`src/rtl/flash_cmd_pkg.sv`:
```
package flash_cmd_pkg;
  typedef enum logic [1:0] {SQ_IDLE, SQ_ERASE, SQ_PROG, SQ_LOCK} seq_t;
  typedef enum logic [1:0] {RM_ARRAY = 2'd0, RM_ID = 2'd1, RM_STATUS = 2'd2} rmode_t;

  localparam logic [7:0] OP_ARRAY   = 8'hFF;
  localparam logic [7:0] OP_IDENT   = 8'h90;
  localparam logic [7:0] OP_STATUS  = 8'h70;
  localparam logic [7:0] OP_CLRERR  = 8'h50;
  localparam logic [7:0] OP_ERASE   = 8'h20;
  localparam logic [7:0] OP_PROG_A  = 8'h40;
  localparam logic [7:0] OP_PROG_B  = 8'h10;
  localparam logic [7:0] OP_CONFIRM = 8'hD0;
  localparam logic [7:0] OP_SUSPEND = 8'hB0;
  localparam logic [7:0] OP_LOCKCFG = 8'h60;
  localparam logic [7:0] OP_LOCKBLK = 8'h01;
  localparam logic [7:0] OP_LOCKMST = 8'hF1;
endpackage

```
`src/rtl/flash_lock_bank.sv`:
```
module flash_lock_bank #(
  parameter int NBLK  = 32,
  localparam int BLK_W = $clog2(NBLK)
) (
  input  logic             clk,
  input  logic             rst,
  input  logic             set_blk,
  input  logic [BLK_W-1:0] blk_idx,
  input  logic             clr_all,
  input  logic             set_master,
  output logic [NBLK-1:0]  lock_vec,
  output logic             master
);
  for (genvar g = 0; g < NBLK; g++) begin : g_lock
    always_ff @(posedge clk) begin
      if (rst || clr_all)                        lock_vec[g] <= 1'b0;
      else if (set_blk && blk_idx == BLK_W'(g))  lock_vec[g] <= 1'b1;
    end
  end

  always_ff @(posedge clk) begin
    if (rst)             master <= 1'b0;
    else if (set_master) master <= 1'b1;
  end
endmodule

```
`src/rtl/flash_status_reg.sv`:
```
module flash_status_reg (
  input  logic       clk,
  input  logic       rst,
  input  logic       busy,
  input  logic       set_err_e,
  input  logic       set_err_p,
  input  logic       set_viol,
  input  logic       clr_err,
  input  logic       set_esusp,
  input  logic       set_psusp,
  input  logic       clr_susp,
  output logic       any_susp,
  output logic [7:0] stat
);
  logic err_e, err_p, viol, esusp, psusp;

  always_ff @(posedge clk) begin
    if (rst) begin
      err_e <= 1'b0; err_p <= 1'b0; viol <= 1'b0;
      esusp <= 1'b0; psusp <= 1'b0;
    end else begin
      if (clr_err) begin
        err_e <= 1'b0; err_p <= 1'b0; viol <= 1'b0;
      end else begin
        if (set_err_e) err_e <= 1'b1;
        if (set_err_p) err_p <= 1'b1;
        if (set_viol)  viol  <= 1'b1;
      end
      if (clr_susp) begin
        esusp <= 1'b0; psusp <= 1'b0;
      end else begin
        if (set_esusp) esusp <= 1'b1;
        if (set_psusp) psusp <= 1'b1;
      end
    end
  end

  assign any_susp = esusp | psusp;
  assign stat = {~busy, esusp, err_e, err_p, 1'b0, psusp, viol, 1'b0};
endmodule

```
`src/rtl/flash_cmd_ctrl.sv`:
```
module flash_cmd_ctrl
  import flash_cmd_pkg::*;
#(
  parameter int         ADDR_W   = 21,
  parameter int         NBLK     = 32,
  parameter logic [7:0] MFR_CODE = 8'h5A,
  parameter logic [7:0] DEV_CODE = 8'hC3
) (
  input  logic              clk,
  input  logic              rst,
  input  logic              bus_cs,
  input  logic              bus_we,
  input  logic [ADDR_W-1:0] bus_addr,
  input  logic [7:0]        bus_wdata,
  input  logic              hv_flag,
  input  logic              eng_busy,
  output logic [1:0]        rd_src,
  output logic [7:0]        rd_data,
  output logic              req_erase,
  output logic              req_prog,
  output logic              req_suspend,
  output logic              req_resume,
  output logic [ADDR_W-1:0] req_addr,
  output logic [7:0]        req_data
);
  localparam int BLK_W = $clog2(NBLK);

  seq_t   seq, seq_n;
  rmode_t mode, mode_n;
  logic   op_erase;
  logic   wr;
  logic [BLK_W-1:0] blk;
  logic [NBLK-1:0]  lock_vec;
  logic   master_lk, any_susp, blk_locked;
  logic [7:0] stat_byte;
  logic   st_err_e;

  logic do_erase, do_prog, do_susp, do_resume;
  logic set_blk, clr_all, set_mst;
  logic e_err, p_err, v_err, c_err;

  assign wr         = bus_cs & bus_we;
  assign blk        = bus_addr[ADDR_W-1 -: BLK_W];
  assign blk_locked = lock_vec[blk];
  assign st_err_e   = stat_byte[5];

  always_comb begin
    seq_n = seq; mode_n = mode;
    do_erase = 1'b0; do_prog = 1'b0; do_susp = 1'b0; do_resume = 1'b0;
    set_blk = 1'b0; clr_all = 1'b0; set_mst = 1'b0;
    e_err = 1'b0; p_err = 1'b0; v_err = 1'b0; c_err = 1'b0;
    if (wr) begin
      if (bus_wdata == OP_CONFIRM && any_susp && (eng_busy || seq == SQ_IDLE)) begin
        do_resume = 1'b1;
        seq_n     = SQ_IDLE;
      end else if (eng_busy) begin
        seq_n = SQ_IDLE;
        if (bus_wdata == OP_STATUS) mode_n = RM_STATUS;
        if (bus_wdata == OP_SUSPEND && !any_susp) do_susp = 1'b1;
      end else begin
        case (seq)
          SQ_IDLE: begin
            case (bus_wdata)
              OP_ARRAY:           mode_n = RM_ARRAY;
              OP_IDENT:           mode_n = RM_ID;
              OP_STATUS:          mode_n = RM_STATUS;
              OP_CLRERR:          c_err  = 1'b1;
              OP_ERASE:           seq_n  = SQ_ERASE;
              OP_PROG_A, OP_PROG_B: seq_n = SQ_PROG;
              OP_LOCKCFG:         seq_n  = SQ_LOCK;
              default: ;
            endcase
          end
          SQ_ERASE: begin
            seq_n = SQ_IDLE; mode_n = RM_STATUS;
            if (bus_wdata != OP_CONFIRM) begin
              e_err = 1'b1; p_err = 1'b1;
            end else if (blk_locked && !hv_flag) begin
              e_err = 1'b1; v_err = 1'b1;
            end else do_erase = 1'b1;
          end
          SQ_PROG: begin
            seq_n = SQ_IDLE; mode_n = RM_STATUS;
            if (blk_locked && !hv_flag) begin
              p_err = 1'b1; v_err = 1'b1;
            end else do_prog = 1'b1;
          end
          default: begin
            seq_n = SQ_IDLE; mode_n = RM_STATUS;
            case (bus_wdata)
              OP_LOCKBLK: if (master_lk && !hv_flag) begin
                            p_err = 1'b1; v_err = 1'b1;
                          end else set_blk = 1'b1;
              OP_LOCKMST: if (!hv_flag) begin
                            p_err = 1'b1; v_err = 1'b1;
                          end else set_mst = 1'b1;
              OP_CONFIRM: if (master_lk && !hv_flag) begin
                            e_err = 1'b1; v_err = 1'b1;
                          end else clr_all = 1'b1;
              default:    begin e_err = 1'b1; p_err = 1'b1; end
            endcase
          end
        endcase
      end
    end
  end

  always_ff @(posedge clk) begin
    if (rst) begin
      seq <= SQ_IDLE; mode <= RM_ARRAY; op_erase <= 1'b0;
      req_erase <= 1'b0; req_prog <= 1'b0;
      req_suspend <= 1'b0; req_resume <= 1'b0;
      req_addr <= '0; req_data <= '0;
      rd_src <= 2'd0; rd_data <= 8'h00;
    end else begin
      seq  <= seq_n;
      mode <= mode_n;
      req_erase   <= do_erase;
      req_prog    <= do_prog;
      req_suspend <= do_susp;
      req_resume  <= do_resume;
      if (do_erase || do_prog) begin
        req_addr <= bus_addr;
        op_erase <= do_erase;
      end
      if (do_prog) req_data <= bus_wdata;
      rd_src <= mode;
      case (mode)
        RM_STATUS: rd_data <= stat_byte;
        RM_ID: case (bus_addr[1:0])
                 2'd0:    rd_data <= MFR_CODE;
                 2'd1:    rd_data <= DEV_CODE;
                 2'd2:    rd_data <= {7'b0, blk_locked};
                 default: rd_data <= {7'b0, master_lk};
               endcase
        default:   rd_data <= 8'h00;
      endcase
    end
  end

  flash_lock_bank #(.NBLK(NBLK)) u_locks (
    .clk(clk), .rst(rst), .set_blk(set_blk), .blk_idx(blk),
    .clr_all(clr_all), .set_master(set_mst),
    .lock_vec(lock_vec), .master(master_lk)
  );

  flash_status_reg u_status (
    .clk(clk), .rst(rst), .busy(eng_busy),
    .set_err_e(e_err), .set_err_p(p_err), .set_viol(v_err), .clr_err(c_err),
    .set_esusp(do_susp & op_erase), .set_psusp(do_susp & ~op_erase),
    .clr_susp(do_resume), .any_susp(any_susp), .stat(stat_byte)
  );
endmodule

```
`config.mk`:
```
export PLATFORM = sky130hd
export DESIGN_NAME = flash_cmd_ctrl
export DESIGN_NICKNAME = d
export VERILOG_FILES = /design/src/rtl/flash_cmd_pkg.sv /design/src/rtl/flash_lock_bank.sv /design/src/rtl/flash_status_reg.sv /design/src/rtl/flash_cmd_ctrl.sv
export SDC_FILE = /design/constraint.sdc
export NUM_CORES = 1
export LEC_CHECK = 0
export ABC_CLOCK_PERIOD_IN_PS = 3200
export BUFFER_PORTS_ARGS = -buffer_cell sky130_fd_sc_hd__buf_2
export CAP_MARGIN = 20
export CORE_ASPECT_RATIO = 0.6
export CORE_MARGIN = 10
export CORE_UTILIZATION = 35
export DETAILED_ROUTE_END_ITERATION = 8
export PLACE_DENSITY = 0.58
export SETUP_SLACK_MARGIN = 0.2
export SLEW_MARGIN = 30
export SYNTH_ARGS = -nofsm -noshare
export SYNTH_HDL_FRONTEND = slang
export SYNTH_SLANG_ARGS = --single-unit
```
`constraint.sdc`:
```
create_clock -name clk -period 3.2 [get_ports clk]
set_input_delay 0.16 -clock clk [delete_from_list [all_inputs] [get_ports clk]]
set_output_delay 0.16 -clock clk [all_outputs]
set_load 0.05 [all_outputs]
```
==> impl_metrics.env <==
export IMPL_outcome="finished, final reports clean"
export IMPL_crit_type="flop to flop"
export IMPL_dpl_hpwl_um=7333
export IMPL_antenna_found_initial=0
export IMPL_fin_tns_setup_ns=0
export IMPL_drive_above_1_share=0.2324
export IMPL_crit_buf_inv=1
export IMPL_clock_root_buffer="clkbuf_16"
export IMPL_timing_rr_end="req_addr[12]"
export IMPL_hp_class="input port to flop"
export IMPL_place_ws_ns=0.5521
export IMPL_chipHeight_um=99.99
export IMPL_crit_start="u_locks.lock_vec[2]"
export IMPL_pin_count=78
export IMPL_antenna_cells=0
export IMPL_leakage_nw=1.799
export IMPL_first_pass_iters=5
export IMPL_reg2reg_depth=7
export IMPL_htreeDepth=3
export IMPL_r2r_slack_ns=0.88
export IMPL_track_usage=0.1244
export IMPL_ys_warn_count=0
export IMPL_slew_viol_final=0
export IMPL_critPathCaptureType="flop"
export IMPL_final_nets=514
export IMPL_hold_violations=0
export IMPL_die_w_um=153.3
export IMPL_worstPathCellList="mux4_1 -> o22ai_1 -> o211ai_2 -> a311oi_4 -> buf_4 -> mux2i_1 -> nor2_1"
export IMPL_drc=0
export IMPL_fmax_mhz=430.9
export IMPL_drv_cap=0
export IMPL_grt_max_degree=35
export IMPL_die_area_um2=15330
export IMPL_synth_avg_cell_area_um2=9.103
export IMPL_finClkSkew_ns=0.008299
export IMPL_synth_commonest_cells="nor2_1 (89), dfxtp_1 (86), a21oi_1 (42), mux2i_1 (37), nand2_1 (18)"
export IMPL_start_kind="flop"
export IMPL_finalCritPeriodShare=0.7253
export IMPL_synth_most_common_cell="nor2_1"
export IMPL_post_cts_setup_buffers=0
export IMPL_cellPowerDensity_nw_per_um2=499.2
export IMPL_worstPathArrival_ns=2.53
export IMPL_synth_seq_area_share=0.4613
export IMPL_synth_seq_cells=86
export IMPL_cp_slowest_cell="mux4_1"
export IMPL_core_um2=10490
export IMPL_ant_nets=0
export IMPL_yosys_top_cells_area="dfxtp_1 (46%), mux2i_1 (9.9%), nor2_1 (9.0%)"
export IMPL_post_synth_num_cell_types=65
export IMPL_initial_utilization=0.3559
export IMPL_viasPerCell=4.915
export IMPL_synth_edf_count=0
export IMPL_vias=3052
export IMPL_grt_pass1_vias=2862
export IMPL_synthesis_nets=447
export IMPL_rows=29
export IMPL_drt_iter0_markers=252
export IMPL_ctsHoldBuffers=0
export IMPL_yosysTopAreaCell="dfxtp_1"
export IMPL_clock_sinks=86
export IMPL_slew_headroom=0.5232
export IMPL_ctsResizeCount=0
export IMPL_numCtsBuffers=9
export IMPL_synth_flop_cell="dfxtp_1"
export IMPL_period_minus_slack_ns=2.321
export IMPL_grt_setup_unrepaired="no"
export IMPL_area_delta_synth_final_pct=19.71
export IMPL_clk_pin_slew_ns=0.06
export IMPL_cp_max_fo=21
export IMPL_crit_family="multiplexers"
export IMPL_overflow=0
export IMPL_netlist_area_leader_share=0.4613
export IMPL_grt_pass1_wl_um=15700
export IMPL_timing_final_ws_setup_ns=0.8791
export IMPL_setup_viol_count_final=0
export IMPL_wl_um=9735
export IMPL_crit_end="req_addr[12]"
export IMPL_r2r_start="u_locks.lock_vec[2]"
export IMPL_nFillCells=1051
export IMPL_slowest_delay_ns=0.50
export IMPL_crit_cells=7
export IMPL_async_reset_ff_frac=0
export IMPL_synthCells=410
export IMPL_io_buffers=77
export IMPL_clockBufferDepth=2
export IMPL_tritoncts="done"
export IMPL_ir_worst_vdd_uv=268.0
export IMPL_routedWlPerCell_um=15.68
export IMPL_worst_pin_slew_ns=0.7138
export IMPL_worstPathRequired_ns=3.41
export IMPL_clock_latency_ns=0.34
export IMPL_globalplace_congestion=0.8277
export IMPL_synth_area_um2=3732
==> where the power goes <==
part | switching (W) | internal (W)
Sequential | 0.000000171 | 0.00107
Clock | 0.000412 | 0.000629
Combinational | 0.0000797 | 0.0000391
Total | 0.000492 | 0.00174
==> per-layer routing <==
metal  track usage  vias up  wire, um
met4       0.04088        0        76
met3       0.03757        8       711
li1              -     1556         -
met1        0.1866     1388      5292
met5             0        -         0
met2        0.1609      100      3654
==> worst register-to-register path, cell delays in order, from the launching register on <==
cell and delay [ns]:
dfxtp_1 0.30, mux4_1 0.50, o22ai_1 0.21, o211ai_2 0.17, a311oi_4 0.32, buf_4 0.38, mux2i_1 0.27, nor2_1 0.05
==> flip-flops by register name, summed over array words and instances (netlist names), 2 cells and up <==
signal and flops:
mode 2, rd_data 8, rd_src 2, req_addr 21, req_data 8, seq 2
u_locks.lock_vec 32
==> stage by stage <==
stage	total power [W]	instances	hold slack, ns	utilization	cell area, um2
floorplan	0.001172	410	0.2393	-	3732
global placement	0.001212	605	0.3966	0.3974	4168
global route	0.002307	621	0.07013	0.4261	4468
detailed placement	0.001213	605	0.4073	0.3974	4168
CTS	0.002254	621	0.05446	0.4261	4468
finish	0.002230	621	0.06307	0.4261	4468
==> kinds of logic after synthesis <==
logic type               share of synthesized area
buffers and inverters                      0.05900
AND/OR/NAND/NOR                             0.1995
adder cells (fa/ha/maj)                   0.006704
AO/OA/AOI/OAI                               0.1304
multiplexers                                0.1384
XOR/XNOR                                  0.004694
flip-flops                                  0.4613
==> area by class of cell <==
type | count | area, um2 | share of cell area
multi-input cells | 284 | 1797 | 0.4021
clock inverters | 4 | 53.80 | 0.01204
flip-flops and latches | 86 | 1722 | 0.3853
well taps | 139 | 173.9 | 0.03892
clock buffers | 12 | 246.5 | 0.05517
inverters | 14 | 52.55 | 0.01176
repair buffers | 82 | 422.9 | 0.09465
==> cells in the final DEF, fill, tap and decap left out, types with 3 or more instances in the layout <==
cell type / netlist / routed
dfxtp_1: 86 / 86
nand3b_1: 3 / 3
mux2_2: 4 / 4
nand3_1: 6 / 6
a21boi_0: 3 / 3
buf_2: 0 / 77
nor4_1: 4 / 4
a31oi_1: 4 / 4
clkbuf_16: 0 / 9
buf_4: 4 / 5
nor3_1: 13 / 13
nand2_1: 18 / 18
nor2_1: 89 / 89
mux2i_1: 37 / 37
nand2b_1: 4 / 4
a21oi_1: 42 / 42
nor2b_1: 3 / 3
inv_1: 14 / 14
==> how the worst min path moves through the flow <==
stage                     cells after the start  slack (ns)      endpoint    startpoint
after CTS                                     3        0.05  req_addr[13]  bus_addr[13]
final                                         3        0.06  req_addr[13]  bus_addr[13]
after floorplan                               1        0.24    rd_data[3]   bus_addr[0]
after global placement                        3        0.40  req_addr[14]  bus_addr[14]
after global routing                          3        0.07  req_addr[11]  bus_addr[11]
after detailed placement                      3        0.41  req_addr[13]  bus_addr[13]
(Power assumes the default switching activity.)
